### src/rtl/scan_xy_pkg.sv
package scan_xy_pkg;

    parameter int OFFS_W   = 32;
    parameter int EFF_W    = 27;
    parameter int PITCH_W  = 11;
    parameter int BPP_W    = 6;
    parameter int PIX_W    = PITCH_W + 3;
    parameter int BYPP_W   = 3;
    parameter int STRIDE_W = PIX_W + BYPP_W;

    typedef enum logic [1:0] {
        ST_IDLE  = 2'd0,
        ST_DIV_Y = 2'd1,
        ST_DIV_X = 2'd2,
        ST_FIN   = 2'd3
    } conv_state_t;

    typedef struct packed {
        logic [PIX_W-1:0]    vw;
        logic [BYPP_W-1:0]   bypp;
        logic [STRIDE_W-1:0] stride;
        logic                none;
    } stride_t;

    typedef struct packed {
        logic [PIX_W-1:0] vw;
        logic [PIX_W-1:0] x;
        logic [EFF_W-1:0] y;
        logic             mis;
    } result_t;

    function automatic logic [BYPP_W-1:0] bytes_per_pixel(input logic [BPP_W-1:0] depth);
        case (depth)
            6'd8:         return 3'd1;
            6'd15, 6'd16: return 3'd2;
            6'd24:        return 3'd3;
            6'd32:        return 3'd4;
            default:      return 3'd1;
        endcase
    endfunction

endpackage

### src/rtl/scan_stride_calc.sv
module scan_stride_calc
    import scan_xy_pkg::*;
(
    input  logic [OFFS_W-1:0] pitch_reg,
    input  logic [BPP_W-1:0]  bpp,
    output stride_t           geom
);
    logic [PITCH_W-1:0] pitch_units;

    always_comb begin
        pitch_units  = pitch_reg[PITCH_W-1:0];
        geom.vw      = {pitch_units, 3'b000};
        geom.bypp    = bytes_per_pixel(bpp);
        geom.stride  = STRIDE_W'(geom.vw) * STRIDE_W'(geom.bypp);
        geom.none    = (pitch_units == '0);
    end
endmodule

### src/rtl/scan_divider.sv
module scan_divider #(
    parameter int W = 27
) (
    input  logic         clk,
    input  logic         rst,
    input  logic         go,
    input  logic [W-1:0] dividend,
    input  logic [W-1:0] divisor,
    output logic         busy,
    output logic         done,
    output logic [W-1:0] quotient,
    output logic [W-1:0] remainder
);
    localparam int CW = $clog2(W + 1);

    logic [W-1:0]  quo_q, rem_q, dsr_q;
    logic [CW-1:0] cnt_q;
    logic          busy_q, done_q;
    logic [W:0]    shifted, diff;
    logic          take;

    always_comb begin
        shifted = {rem_q, quo_q[W-1]};
        diff    = shifted - {1'b0, dsr_q};
        take    = !diff[W];
    end

    always_ff @(posedge clk) begin
        if (rst) begin
            quo_q  <= '0;
            rem_q  <= '0;
            dsr_q  <= '0;
            cnt_q  <= '0;
            busy_q <= 1'b0;
            done_q <= 1'b0;
        end else begin
            done_q <= 1'b0;
            if (go && !busy_q) begin
                quo_q  <= dividend;
                rem_q  <= '0;
                dsr_q  <= divisor;
                cnt_q  <= CW'(W);
                busy_q <= 1'b1;
            end else if (busy_q) begin
                rem_q <= take ? diff[W-1:0] : shifted[W-1:0];
                quo_q <= {quo_q[W-2:0], take};
                cnt_q <= cnt_q - 1'b1;
                if (cnt_q == CW'(1)) begin
                    busy_q <= 1'b0;
                    done_q <= 1'b1;
                end
            end
        end
    end

    assign busy      = busy_q;
    assign done      = done_q;
    assign quotient  = quo_q;
    assign remainder = rem_q;

    AST_DIV_NONZERO: assert property (@(posedge clk) disable iff (rst)
        (go && !busy_q) |-> (divisor != '0));
    AST_DIV_REM_BOUND: assert property (@(posedge clk) disable iff (rst)
        done_q |-> (rem_q < dsr_q));
endmodule

### src/rtl/scan_xy_top.sv
module scan_xy_top
    import scan_xy_pkg::*;
(
    input  logic              clk,
    input  logic              rst,
    input  logic              start,
    input  logic [OFFS_W-1:0] offset_reg,
    input  logic [OFFS_W-1:0] pitch_reg,
    input  logic [BPP_W-1:0]  bpp,
    output logic [PIX_W-1:0]  virt_width,
    output logic [PIX_W-1:0]  x_off,
    output logic [EFF_W-1:0]  y_off,
    output logic              done,
    output logic              misaligned
);
    conv_state_t state_q;
    stride_t     geom;
    result_t     tmp_q, out_q;
    logic [BYPP_W-1:0] bypp_q;
    logic              done_q;

    logic             div_go, div_busy, div_done;
    logic [EFF_W-1:0] div_a, div_b, div_quo, div_rem;

    scan_stride_calc u_geom (
        .pitch_reg (pitch_reg),
        .bpp       (bpp),
        .geom      (geom)
    );

    scan_divider #(.W(EFF_W)) u_div (
        .clk       (clk),
        .rst       (rst),
        .go        (div_go),
        .dividend  (div_a),
        .divisor   (div_b),
        .busy      (div_busy),
        .done      (div_done),
        .quotient  (div_quo),
        .remainder (div_rem)
    );

    always_comb begin
        div_go = 1'b0;
        div_a  = offset_reg[EFF_W-1:0];
        div_b  = EFF_W'(geom.stride);
        case (state_q)
            ST_IDLE: div_go = start && !geom.none && !div_busy;
            ST_DIV_Y: begin
                div_a  = div_rem;
                div_b  = EFF_W'(bypp_q);
                div_go = div_done && (div_rem != '0);
            end
            default: ;
        endcase
    end

    always_ff @(posedge clk) begin
        if (rst) begin
            state_q <= ST_IDLE;
            tmp_q   <= '0;
            out_q   <= '0;
            bypp_q  <= '0;
            done_q  <= 1'b0;
        end else begin
            done_q <= 1'b0;
            case (state_q)
                ST_IDLE: if (start) begin
                    bypp_q   <= geom.bypp;
                    tmp_q    <= '0;
                    tmp_q.vw <= geom.none ? '0 : geom.vw;
                    state_q  <= geom.none ? ST_FIN : ST_DIV_Y;
                end
                ST_DIV_Y: if (div_done) begin
                    tmp_q.y <= div_quo;
                    if (div_rem != '0) begin
                        tmp_q.mis <= 1'b1;
                        state_q   <= ST_DIV_X;
                    end else begin
                        tmp_q.x   <= '0;
                        tmp_q.mis <= 1'b0;
                        state_q   <= ST_FIN;
                    end
                end
                ST_DIV_X: if (div_done) begin
                    tmp_q.x <= div_quo[PIX_W-1:0];
                    state_q <= ST_FIN;
                end
                ST_FIN: begin
                    out_q   <= tmp_q;
                    done_q  <= 1'b1;
                    state_q <= ST_IDLE;
                end
                default: state_q <= ST_IDLE;
            endcase
        end
    end

    assign virt_width = out_q.vw;
    assign x_off      = out_q.x;
    assign y_off      = out_q.y;
    assign misaligned = out_q.mis;
    assign done       = done_q;

    AST_DONE_PULSE: assert property (@(posedge clk) disable iff (rst)
        done |=> !done);
    AST_RESULT_HOLD: assert property (@(posedge clk) disable iff (rst)
        !$stable({virt_width, x_off, y_off, misaligned}) |-> done);
    AST_X_BELOW_WIDTH: assert property (@(posedge clk) disable iff (rst)
        (done && virt_width != '0) |-> (x_off < virt_width));
    AST_ALIGNED_ZERO_X: assert property (@(posedge clk) disable iff (rst)
        (done && !misaligned) |-> (x_off == '0));
    AST_ZERO_PITCH: assert property (@(posedge clk) disable iff (rst)
        (done && virt_width == '0) |-> (x_off == '0 && y_off == '0 && !misaligned));
endmodule

### config.mk
export PLATFORM = sky130hd
export DESIGN_NAME = scan_xy_top
export DESIGN_NICKNAME = d
export VERILOG_FILES = /design/src/rtl/scan_xy_pkg.sv /design/src/rtl/scan_stride_calc.sv /design/src/rtl/scan_divider.sv /design/src/rtl/scan_xy_top.sv
export SDC_FILE = /design/constraint.sdc
export NUM_CORES = 1
export LEC_CHECK = 0
export BUFFER_PORTS_ARGS = -buffer_cell sky130_fd_sc_hd__buf_4
export CORE_MARGIN = 2
export CORE_UTILIZATION = 25
export CTS_BUF_LIST = sky130_fd_sc_hd__clkbuf_8
export DETAILED_ROUTE_END_ITERATION = 7
export GPL_ROUTABILITY_DRIVEN = 0
export HOLD_SLACK_MARGIN = 0.05
export PLACE_DENSITY = 0.42
export SLEW_MARGIN = 20
export SYNTH_ARGS = -nofsm -noshare
export SYNTH_HDL_FRONTEND = slang
export SYNTH_SLANG_ARGS = --single-unit
### constraint.sdc
create_clock -name clk -period 4.3 [get_ports clk]
set_input_delay 1.075 -clock clk [delete_from_list [all_inputs] [get_ports clk]]
set_output_delay 1.075 -clock clk [all_outputs]
set_load 0.005 [all_outputs]
# --- Word level (Yosys, flattened, before mapping) ---
# Cells that the tools add are included.
word_totals:
  wordCells: 82
  output_inout_bits: 57
  in_bits: 73
  reg_bits: 206
classes:
  reduce_logical: 20
  eq_ne: 12
  mux: 28
  n_bitwise: 1
  n_addsub: 2
  multipliers: 1
ops:
  columns: ["operator", "n"]
  rows:
  - ["$mux W27", 4]
  - ["$mux W42", 2]
  - ["$pmux W28 S2", 1]
  - ["$mux W14", 3]
  - ["$pmux W14 S3", 1]
  - ["$sub A28 B27 Y28", 1]
  - ["$reduce_bool A27 Y1", 1]
  - ["$mux W17", 1]
  - ["$mul A11 B3 Y14", 1]
  - ["$eq A6 B5 Y1 const B", 2]
  - ["$logic_not A11 Y1", 1]
  - ["$mux W5", 2]
  - ["$pmux W3 S3", 1]
  - ["$mux W2", 4]
  - ["$pmux W2 S4", 1]
  - ["$mux W1", 7]
  - ["$eq A6 B4 Y1 const B", 1]
  - ["$eq A6 B6 Y1 const B", 1]
  - ["$reduce_and A3 Y1", 2]
  - ["$eq A5 B1 Y1 const B", 1]
  - ["$reduce_and A5 Y1", 1]
  - ["$sub A5 B1 Y5 const B", 1]
  - ["$eq A2 B2 Y1 const B", 2]
  - ["$logic_and A1 B1 Y1", 4]
  - ["12 further kinds", 18]

# --- Depth between registers and ports, before layout ---
# Gate-level depths: netlist (run 1).
logic_depth:
  ltp_word: 7
  depth_mapped: 17
  depth_no_buf: 16

# --- Modules after synthesis ---
# Synthesis (run 1) repeated with hierarchy kept, for this count alone.
unflattened:
  hier_cells: 1354
  area_unflattened_um2: 11313.4
by_module_without_submodules:
  columns: ["mod", "instances", "area_per_inst_um2", "cells_each", "seq_area_each_um2"]
  rows:
  - ["scan_divider", 1, 5092.4, 668, 1761.7]
  - ["scan_xy_top", 1, 5048.6, 522, 2362.3]
  - ["scan_stride_calc", 1, 1172.4, 164, 0.0]

# --- Worst setup path before layout (run 1) ---
# OpenSTA, ideal clock, no wires.
synth_path:
  path_kind: "input-to-reg"
  start: "input bpp[1]"
  end: "register u_div.dsr_q[15]"
  t_arrival_ps: 4428
  t_required_ps: 4226
  setup_slack_ps: -203
  stages: 17
  setup_time_ps: 74
  path_buffers: 1
  path_cell_list: "nor3_1 nand2b_1 nor3b_1 clkbuf_1 nand2_1 fa_1 inv_1 ha_1 fa_1 a21o_1 a21oi_1 o21bai_1 o21ba_2 o211ai_1 nand2_1 mux2_2 o21ai_0"
synth_via:
  elab_chain_len: 5
  word_cells_on_any_way: 8
  cone_classes: "1 x mul; 4 x eq/ne; 2 x mux; 1 x reduce/logical"
synth_rtl:
  columns: ["item", "line_no", "source"]
  rows:
  - ["start: declaration", "scan_xy_top.sv:9", "input logic [BPP_W-1:0] bpp,"]
  - ["$eq A6 B4 Y1 or $eq A6 B5 Y1 (tied branches)", "scan_xy_pkg.sv:33", "case (depth)"]
  - ["$reduce_or A2 Y1", "scan_xy_pkg.sv:33", null]
  - ["$pmux W3 S3 *", "scan_xy_pkg.sv:33", null]
  - ["$mul A11 B3 Y14 *", "scan_stride_calc.sv:14", "geom.stride = STRIDE_W'(geom.vw) * STRIDE_W'(geom.bypp);"]
  - ["$mux W17 *", "scan_xy_top.sv:47", "case (state_q)"]
  - ["end signal: assignment", "scan_divider.sv:41", "dsr_q <= divisor;"]
  - ["end: declaration", "scan_divider.sv:16", "logic [W-1:0] quo_q, rem_q, dsr_q;"]
# Mark *: on every way between the ends. The rest lies on a longest branch, timed or not.
# A chain may end at the register's enable or synchronous reset.

# --- Final worst setup path (run 1) ---
# Same ends and word-level chain as after synthesis.

==> results of run 1 <==
-- placed cells by master (no fill, tap or decap), types with 4 or more instances in the layout --
cell	count
and2_1	7
nand4_1	4
nand3_1	23
a22oi_1	31
or3_1	5
nand2b_1	14
o21ai_1	7
nand2_1	101
clkbuf_8	18
o21ai_0	30
ha_1	34
a21oi_1	90
nor4_1	8
o22ai_1	10
fa_1	11
a211oi_1	43
o21a_1	7
dfxtp_1	189
buf_4	123
xnor2_1	17
mux2i_1	92
a21o_1	4
xor2_1	10
inv_6	4
a21oi_2	4
o211ai_1	8
and3_1	4
nor2b_1	6
nor3_1	13
nor2_1	165
inv_1	49
-- power by group --
| part | total [W] | internal, W | leakage, nW | switching, W |
|---|---|---|---|---|
| combinational | 0.00433 | 0.00180 | 2.62 | 0.00254 |
| clock | 0.00117 | 0.000475 | 0.191 | 0.000691 |
| sequential | 0.00240 | 0.00202 | 1.54 | 0.000383 |
-- area by class of cell --
class / count / area, um2 / share of cell area
Multi-Input combinational cell: 809 / 5330 / 0.474
Sequential cell: 190 / 3810 / 0.338
Timing Repair Buffer: 124 / 943 / 0.0838
Tap cell: 511 / 639 / 0.0568
Clock buffer: 18 / 248 / 0.0220
Inverter: 47 / 176 / 0.0157
Clock inverter: 12 / 114 / 0.0101
-- logic make-up (layout without fill, tap and decap cells) --
logic type,Yosys count,in the layout
and+or+nand+nor,371,371
AOI/OAI and AO/OA,266,266
DFF,190,190
buffers and inverters,119,201
muxes,94,94
adders and majority gates,47,47
xor gates and xnor gates,28,28
other,1,3
-- routing by layer --
metal / GRT usage / routed length, um
met1: 0.189 / 13200
met2: 0.232 / 13000
met4: 0.0340 / 297
met5: 0 / 0
met3: 0.0248 / 813
-- registers in the layout, indices dropped and copies added (netlist names), 2 cells and up --
signal	count
u_div.cnt_q	5
bypp_q	3
x_off	14
state_q	2
u_div.remainder	27
virt_width	11
u_div.quotient	27
u_div.dsr_q	17
tmp_q	53
y_off	27
-- critical path: stages --
cell and delay, ns:
buf_4 0.11, nor3_1 0.23, nand2b_1 0.12, nor3b_2 0.25, nand2_1 0.12, fa_1 0.53
inv_1 0.04, ha_1 0.21, fa_1 0.38, a21o_1 0.18, a21oi_2 0.15, o21bai_1 0.09
o21ba_2 0.23, o211ai_1 0.15, nand2_1 0.09, mux2_2 0.28, o21ai_0 0.13
-- path summary, 6_finish.rpt --
path,start,end,slack (ns),cells past startpoint
hold reg to reg,tmp_q[36],tmp_q[36],0.46,2
setup / recovery,bpp[1],u_div.dsr_q[15],0.33,17
hold / removal,tmp_q[36],tmp_q[36],0.46,2
setup reg to reg,u_div.quotient[26],u_div.remainder[22],0.92,11
-- stage by stage --
stage / hold WS (ns) / utilization / cell area [um2] / setup slack (ns)
6_report: 0.460 / 0.299 / 11300 / 0.334
5_1_grt: 0.482 / 0.299 / 11300 / 0.143
4_1_cts: 0.461 / 0.299 / 11300 / 0.348
3_5_place_dp: 0.447 / 0.289 / 10900 / -0.168
3_3_place_gp: 0.445 / 0.289 / 10900 / -0.173
2_1_floorplan: 0.432 / - / 9590 / 0.00419
==> summary.txt, run 1 <==
Synth warnings -> 0
H-Tree Depth -> 4
CTS Buf Count -> 17
Initial Utilization -> 0.254
Slew @ Worst Pin -> 1.04 ns
Final WL -> 27.3 mm
Peak fanout along the critical path -> 3
DR pass1 iterations -> 4
Die X -> 200 um
Ys flop type -> dfxtp_1
IO Pins -> 130
Post-route insts no fill -> 1711
Post-Syn Area -> 0.00957 mm2
Share of the synthesized area in the top cell type -> 0.398
# diodes -> 0
Critical Path End Type -> register
Pleak -> 4.35 nW
Synth area leaders -> dfxtp_1 40%, mux2i_1 9.6%, nor2_1 6.5%, a21oi_1 4.8%, ha_1 4.7%
Fraction of the mapped netlist area in adder cells -> 0.0701
Overall routing resource usage -> 0.140
HPWL Detailed -> 19.6 mm
Register clock-pin slew on the reported worst setup and hold paths -> 0.09 ns
Dominant cell by count in the synthesized netlist -> dfxtp_1
Root buffer cell -> clkbuf_8
Crit path DAT -> 4.37 ns
CTS sink cnt -> 190
Die Ht -> 200 um
Per-cell routed wire length -> 15.9 um
Unrepaired setup endpoints after global routing -> no
Starting DRT DRC Count -> 371
Fmax -> 0.252 GHz
Final Cycle Share -> 0.922
Setup total negative slack -> 0 ns
Row count -> 71
Post-synthesis xor/xnor area fraction -> 0.0256
I/O Buffers -> 100
Mux cell area share after synthesis -> 0.0986
Global-route wire length before repair -> 43.4 mm
Post-synthesis compound-gate area fraction -> 0.181
Synthesis-to-finish area growth -> 17.7%
Cells after DPL -> 1681
Max capacitance violation total -> 0
Final Slew Violations -> 0
CTS max path bufs -> 2
Tot Pwr -> 0.00790 W
CTS tree -> done
Post-Synth Simple-Gate Area -> 0.176
Worst VDD drop -> 0.429 mV
Die area -> 0.0398 mm2
Final nets -> 1309
Fill count -> 4104
Critical Path RT -> 4.70 ns
Largest net degree at the start of global routing -> 118
PwrDens -> 702 mW/mm2
Seq/Total Area, Yosys -> 0.398
Seq cells post-synth -> 190
Vias in the first global route -> 7621
Post_cts resized -> 0
Final ANT Viol Nets -> 0
Post-DR vias/cell -> 4.67
Largest area contributor in the netlist -> dfxtp_1
Number of synthesized flops with an enable pin -> 0
Status -> finished, final reports clean
Period minus WS final -> 3.97 ns
# hold bufs at CTS -> 0
Slew HR -> 0.309
Hold WC Path Type -> register to register
Worst setup SP type -> input pin
Hold Vio Cnt, Final -> 0
Initial antenna violation count -> 0
Setup Fix Bufs, Post-CTS -> 0
Main combinational cell family by area after synthesis -> compound AO/OA/AOI/OAI gates
Remaining DRCs -> 0
Worst-skew pair later-pin latency -> 0.49 ns
Mapped Cells -> 1116
Mapped Avg Cell Area -> 8.57 um2
Core area -> 0.0377 mm2
Share of layout cells above drive strength 1 -> 0.150
# setup viols final -> 0
Gr ovfl total -> 0
Setup Crit Path Kind -> input pin to register
Final Skew -> 0.0243 ns
Vias -> 7985
Yosys cell types -> 71
FFs w/ async S/R, synth -> 0
Synth cell count leaders -> 190 x dfxtp_1, 165 x nor2_1, 102 x nand2_1, 92 x mux2i_1, 91 x a21oi_1
Power figures use the tool's default switching activity.
==> inputs of run 2 (changes only) <==
--- a/config.mk
+++ b/config.mk
@@ -6,14 +6,17 @@
 export NUM_CORES = 1
 export LEC_CHECK = 0
 export BUFFER_PORTS_ARGS = -buffer_cell sky130_fd_sc_hd__buf_4
+export CELL_PAD_IN_SITES_DETAIL_PLACEMENT = 1
+export CELL_PAD_IN_SITES_GLOBAL_PLACEMENT = 1
 export CORE_MARGIN = 2
 export CORE_UTILIZATION = 25
 export CTS_BUF_LIST = sky130_fd_sc_hd__clkbuf_8
 export DETAILED_ROUTE_END_ITERATION = 7
 export GPL_ROUTABILITY_DRIVEN = 0
 export HOLD_SLACK_MARGIN = 0.05
-export PLACE_DENSITY = 0.42
-export SLEW_MARGIN = 20
+export PLACE_DENSITY = 0.52
+export RECOVER_POWER = 50
+export SLEW_MARGIN = 10
 export SYNTH_ARGS = -nofsm -noshare
 export SYNTH_HDL_FRONTEND = slang
 export SYNTH_SLANG_ARGS = --single-unit
==> run 2 against run 1 <==
  * Worst hold slack lost 0.0017 ns
  * Critical path depth is the same
  * Cell area shrank 0.36%
  * Total power grew 1.0%
  * The run now ends with max-capacitance violations, max-slew violations left
  * Via count grew 0.40%
  * Routed wire length grew 4.9%
  * Non-clock buffer count is the same
  * Combinational power grew 1%
  * Sequential power is essentially flat
  * Worst setup slack lost 0.077 ns
  * Sequential share of layout area grew 0.087 points
==> summary.txt, run 2 (same netlist as run 1, synthesis figures left out) <==
CTS max path bufs -> 2 (unchanged)
Commonest non-fill, non-tap cell in the layout -> dfxtp_1
Pleak -> 4.29 nW (-1.5%)
# setup viols final -> 0 (unchanged)
H-Tree Depth -> 4 (unchanged)
I/O Buffers -> 100 (unchanged)
Worst setup SP type -> input pin
Worst-skew pair later-pin latency -> 0.50 ns (about the same)
Crit path DAT -> 4.46 ns (+0.09 ns)
Final Slew Violations -> 116 (+116)
Top delay family on crit path -> adder cells
Min Hold Slack -> 0.458 ns (-0.00165 ns)
Final ANT Viol Nets -> 0 (unchanged)
Hold Vio Cnt, Final -> 0 (unchanged)
Critical Path End Type -> register
Root buffer cell -> clkbuf_8
Starting DRT DRC Count -> 453 (+22%)
Fmax -> 0.247 GHz (-1.9%)
Tot Pwr -> 0.00798 W (+1.0%)
Peak fanout along the critical path -> 3 (unchanged)
DRT met1 WL -> 14.0 mm (+5.8%)
Slew @ Worst Pin -> 2.02 ns (+0.980 ns)
# hold bufs at CTS -> 0 (unchanged)
Post_cts resized -> 0 (unchanged)
Post-route insts no fill -> 1713 (+0.12%)
Die area -> 0.0398 mm2 (unchanged)
Biggest register -> tmp_q
Largest net degree at the start of global routing -> 143 (+21%)
CTS sink cnt -> 190 (unchanged)
CP Cell Sequence -> buf_4, nor3_1, nand2b_1, nor3b_2, nand2_1, fa_1, inv_1, ha_1, fa_1, a21o_1, a21oi_2, o21bai_1, o21ba_2, o211ai_1, nand2_1, mux2_2, o21ai_0
Crit-path max cell delay -> 0.54 ns (about the same)
Register clock-pin slew on the reported worst setup and hold paths -> 0.09 ns (about the same)
HPWL Detailed -> 20.8 mm (+6.1%)
Dpl ws -> -0.277 ns (-0.109 ns)
Vias in the first global route -> 7944 (+4.2%)
Global-route wire length before repair -> 45.8 mm (+5.6%)
Max reg flops -> 53 (unchanged)
Max capacitance violation total -> 2 (+2)
Unrepaired setup endpoints after global routing -> no
Remaining DRCs -> 0 (unchanged)
Met2 wire len -> 13.6 mm (+4.6%)
Buf+Inv Stages, Crit Path -> 2 (unchanged)
Slew HR -> -0.347 (-0.655)
Worst VDD drop -> 0.529 mV (+23%)
Cells after DPL -> 1681 (unchanged)
CTS tree -> done
Share of layout cells above drive strength 1 -> 0.136 (-0.0144)
Critical Path RT -> 4.72 ns (+0.02 ns)
Setup Fix Bufs, Post-CTS -> 0 (unchanged)
Commonest cells after routing, fill and taps aside -> 190 x dfxtp_1, 165 x nor2_1, 102 x nand2_1
DR pass1 iterations -> 4 (unchanged)
Final WL -> 28.6 mm (+4.9%)
Met3 routed WL -> 763 um (-6.2%)
Hold WC Path Type -> register to register
Post-DR vias/cell -> 4.68 (+0.28%)
Period minus WS final -> 4.04 ns (+0.0766 ns)
PwrDens -> 711 mW/mm2 (+1.4%)
Die X -> 200 um (unchanged)
CP max-delay cell -> fa_1
Failing checks -> max-capacitance violations, max-slew violations
Overall routing resource usage -> 0.149 (+0.00877)
Row count -> 71 (unchanged)
Initial Utilization -> 0.254 (unchanged)
Synthesis-to-finish area growth -> 17.3%
# diodes -> 0 (unchanged)
IO Pins -> 130 (unchanged)
Core area -> 0.0377 mm2 (unchanged)
Final nets -> 1309 (unchanged)
Vias -> 8017 (+0.40%)
Final Skew -> 0.0151 ns (-0.00920 ns)
CTS Buf Count -> 17 (unchanged)
Initial antenna violation count -> 0 (unchanged)
Gr ovfl total -> 0 (unchanged)
Fin util -> 0.298 (-0.00106)
Post-route worst setup slack -> 0.257 ns (-0.0766 ns)
Setup Crit Path Kind -> input pin to register
Status -> finished, violations left
Final Cycle Share -> 0.940 (+0.0178)
Die Ht -> 200 um (unchanged)
Per-cell routed wire length -> 16.7 um (+4.8%)
Top Layer Used -> met4
run 2: final cells by class:
class / instances / area (um2)
tap: 511 / 639
fill: 4511 / 26400
sequential: 190 / 3800
inverter: 47 / 176
timing repair buffer: 124 / 903
multi-input combinational: 809 / 5320
clock buffer: 18 / 248
clock inverter: 14 / 130
run 2: through the flow:
| stage | setup TNS, ns | area, um2 |
|---|---|---|
| floorplan | 0 | 9590 |
| global placement | -0.504 | 10900 |
| detailed placement | -0.996 | 10900 |
| CTS | 0 | 11300 |
| global route | 0 | 11200 |
| finish | 0 | 11200 |
run 2: power breakdown:
part           internal [W]  switching, W  total (W)
logic               0.00178       0.00259    0.00438
clock network      0.000522      0.000665    0.00119
registers           0.00202      0.000396    0.00242
run 2: worst paths after layout:
kind                          to  cells after the start  slack [ns]                from
min                    tmp_q[35]                      2        0.46           tmp_q[35]
max              u_div.dsr_q[15]                     17        0.26              bpp[1]
min reg2reg            tmp_q[35]                      2        0.46           tmp_q[35]
max reg2reg  u_div.remainder[22]                     11        0.92  u_div.quotient[26]
run 2: metal layers:
metal,GRT usage,up-vias
li1,-,4060
met1,0.203,3856
met4,0.0401,0
met5,0,-
met3,0.0248,19
met2,0.242,82
run 2: tightest hold or removal path, stage by stage, from the launching register on:
cell and delay (ns):
dfxtp_1 0.32, nand2_1 0.05, a21oi_1 0.05
==> inputs of run 3 (changes only) <==
--- a/config.mk
+++ b/config.mk
@@ -14,7 +14,7 @@
 export DETAILED_ROUTE_END_ITERATION = 7
 export GPL_ROUTABILITY_DRIVEN = 0
 export HOLD_SLACK_MARGIN = 0.05
-export PLACE_DENSITY = 0.52
+export PLACE_DENSITY_LB_ADDON = 0.1
 export RECOVER_POWER = 50
 export SLEW_MARGIN = 10
 export SYNTH_ARGS = -nofsm -noshare
==> run 3 against run 2 <==
  * First-iteration DRC count is 14% lower
  * Register-to-register slack worse by 0.07 ns
  * Combinational power up 0.9%
  * The flow still finishes with violations (max-capacitance violations, max-slew violations)
  * Sequential cell count did not move
  * Largest power group unchanged
  * Largest cell class unchanged
  * Cell area up 0.50%
  * Highest routed layer unchanged
==> summary.txt, run 3 (same netlist as run 1, synthesis figures left out) <==
Max capacitance violation total -> 1 (-1)
Max reg flops -> 53 (unchanged)
Core area -> 0.0377 mm2 (unchanged)
Die X -> 200 um (unchanged)
Tot Pwr -> 0.00804 W (+0.75%)
Critical Path RT -> 4.72 ns (about the same)
Commonest non-fill, non-tap cell in the layout -> dfxtp_1
Post-route worst setup slack -> 0.272 ns (+0.0144 ns)
Slew HR -> -0.590 (-0.243)
CTS sink cnt -> 190 (unchanged)
Final std cell area, no fill -> 0.0113 mm2 (+0.50%)
Slew @ Worst Pin -> 2.38 ns (+0.367 ns)
Synthesis-to-finish area growth -> 17.9%
Hold Vio Cnt, Final -> 0 (unchanged)
Peak fanout along the critical path -> 3 (unchanged)
H-Tree Depth -> 4 (unchanged)
CTS max path bufs -> 2 (unchanged)
PwrDens -> 713 mW/mm2 (+0.25%)
Fmax -> 0.248 GHz (+0.36%)
Largest net degree at the start of global routing -> 77 (-46%)
Final nets -> 1318 (+0.69%)
Failing checks -> max-capacitance violations, max-slew violations
Vias -> 8031 (+0.17%)
Cells after DPL -> 1690 (+0.54%)
Final Skew -> 0.0143 ns (-0.000795 ns)
Crit path DAT -> 4.45 ns (about the same)
DR pass1 iterations -> 4 (unchanged)
Worst-skew pair later-pin latency -> 0.50 ns (about the same)
Worst setup SP type -> input pin
Final Slew Violations -> 51 (-56%)
Remaining DRCs -> 0 (unchanged)
Dpl ws -> -0.281 ns (-0.00394 ns)
Commonest cells after routing, fill and taps aside -> 189 x dfxtp_1, 165 x nor2_1, 102 x nand2_1
Starting DRT DRC Count -> 391 (-14%)
Biggest register -> tmp_q
Per-cell routed wire length -> 17.4 um (+3.9%)
Final ANT Viol Nets -> 0 (unchanged)
Setup Fix Bufs, Post-CTS -> 0 (unchanged)
IO Pins -> 130 (unchanged)
Initial antenna violation count -> 0 (unchanged)
Global-route wire length before repair -> 46.7 mm (+2.0%)
Worst VDD drop -> 0.376 mV (-29%)
# hold bufs at CTS -> 0 (unchanged)
Overall routing resource usage -> 0.153 (+0.00392)
Root buffer cell -> clkbuf_8
Placed Area -> 0.0109 mm2 (+0.39%)
Post-DR vias/cell -> 4.66 (-0.35%)
Pleak -> 4.32 nW (+0.71%)
I/O Buffers -> 100 (unchanged)
Post-route insts no fill -> 1722 (+0.53%)
# setup viols final -> 0 (unchanged)
Hold WC Path Type -> register to register
Final WL -> 29.9 mm (+4.5%)
# diodes -> 0 (unchanged)
Status -> finished, violations left
Unrepaired setup endpoints after global routing -> no
Share of layout cells above drive strength 1 -> 0.148 (+0.0122)
Initial Utilization -> 0.254 (unchanged)
Register clock-pin slew on the reported worst setup and hold paths -> 0.10 ns (about the same)
Die Ht -> 200 um (unchanged)
Die area -> 0.0398 mm2 (unchanged)
Row count -> 71 (unchanged)
Final Cycle Share -> 0.937 (-0.00335)
CTS tree -> done
Vias in the first global route -> 7835 (-1.4%)
Gr ovfl total -> 0 (unchanged)
HPWL Detailed -> 21.7 mm (+4.3%)
Post_cts resized -> 0 (unchanged)
Critical Path End Type -> register
Period minus WS final -> 4.03 ns (-0.0144 ns)
CTS Buf Count -> 17 (unchanged)
Setup Crit Path Kind -> input pin to register
## run 3: changes by cell type in the layout (fill, tap and decap cells not counted), moves of 3 or more
cell,delta
clkbuf_4,+3
inv_6,+3
buf_4,+8
inv_1,-4
## run 3: layer usage
metal / global-route usage / vias up / part of all wire / wire, um
li1: - / 4065 / - / -
met1: 0.213 / 3880 / 0.50 / 15000
met2: 0.243 / 60 / 0.47 / 13900
met3: 0.0219 / 26 / 0.019 / 553
met4: 0.0447 / 0 / 0.013 / 399
met5: 0 / - / 0 / 0
## run 3: worst max-delay path, stage by stage
cell and delay [ns]:
buf_4 0.11, nor3_1 0.25, nand2b_1 0.13, nor3b_2 0.25, nand2_1 0.12, fa_1 0.54
inv_1 0.04, ha_1 0.22, fa_1 0.40, a21o_1 0.18, a21oi_2 0.16, o21bai_1 0.10
o21ba_2 0.22, o211ai_1 0.16, nand2_1 0.09, mux2_2 0.27, o21ai_0 0.12
## run 3: final cells by class
cell class,count,area (um2)
clock buffer,18,248
clock inverter,14,135
fill,4485,26400
inverter,47,176
multi-input combinational,809,5320
sequential,190,3810
tap,511,639
timing repair buffer,133,948
## run 3: where the power goes
group	switching, W	internal, W	leakage, nW	total (W)
clock network	0.000722	0.000485	0.194	0.00121
registers	0.000391	0.00202	1.54	0.00241
logic	0.00262	0.00180	2.58	0.00442
## run 3: final timing paths
| kind | from | endpoint | slack [ns] | cells past startpoint |
|---|---|---|---|---|
| worst min-delay path | tmp_q[39] | tmp_q[39] | 0.46 | 2 |
| worst max register to register | u_div.quotient[26] | u_div.remainder[22] | 0.85 | 11 |
| worst max-delay path | bpp[1] | u_div.dsr_q[15] | 0.27 | 17 |
| worst min register to register | tmp_q[39] | tmp_q[39] | 0.46 | 2 |
## run 3: stage by stage
stage                      util  TNS [ns]  hold slack, ns
final                     0.299         0           0.462
after global routing      0.299         0           0.479
after CTS                 0.301         0           0.464
after detailed placement  0.291    -0.723           0.449
after global placement    0.291    -0.565           0.443
after floorplan               -         0           0.432
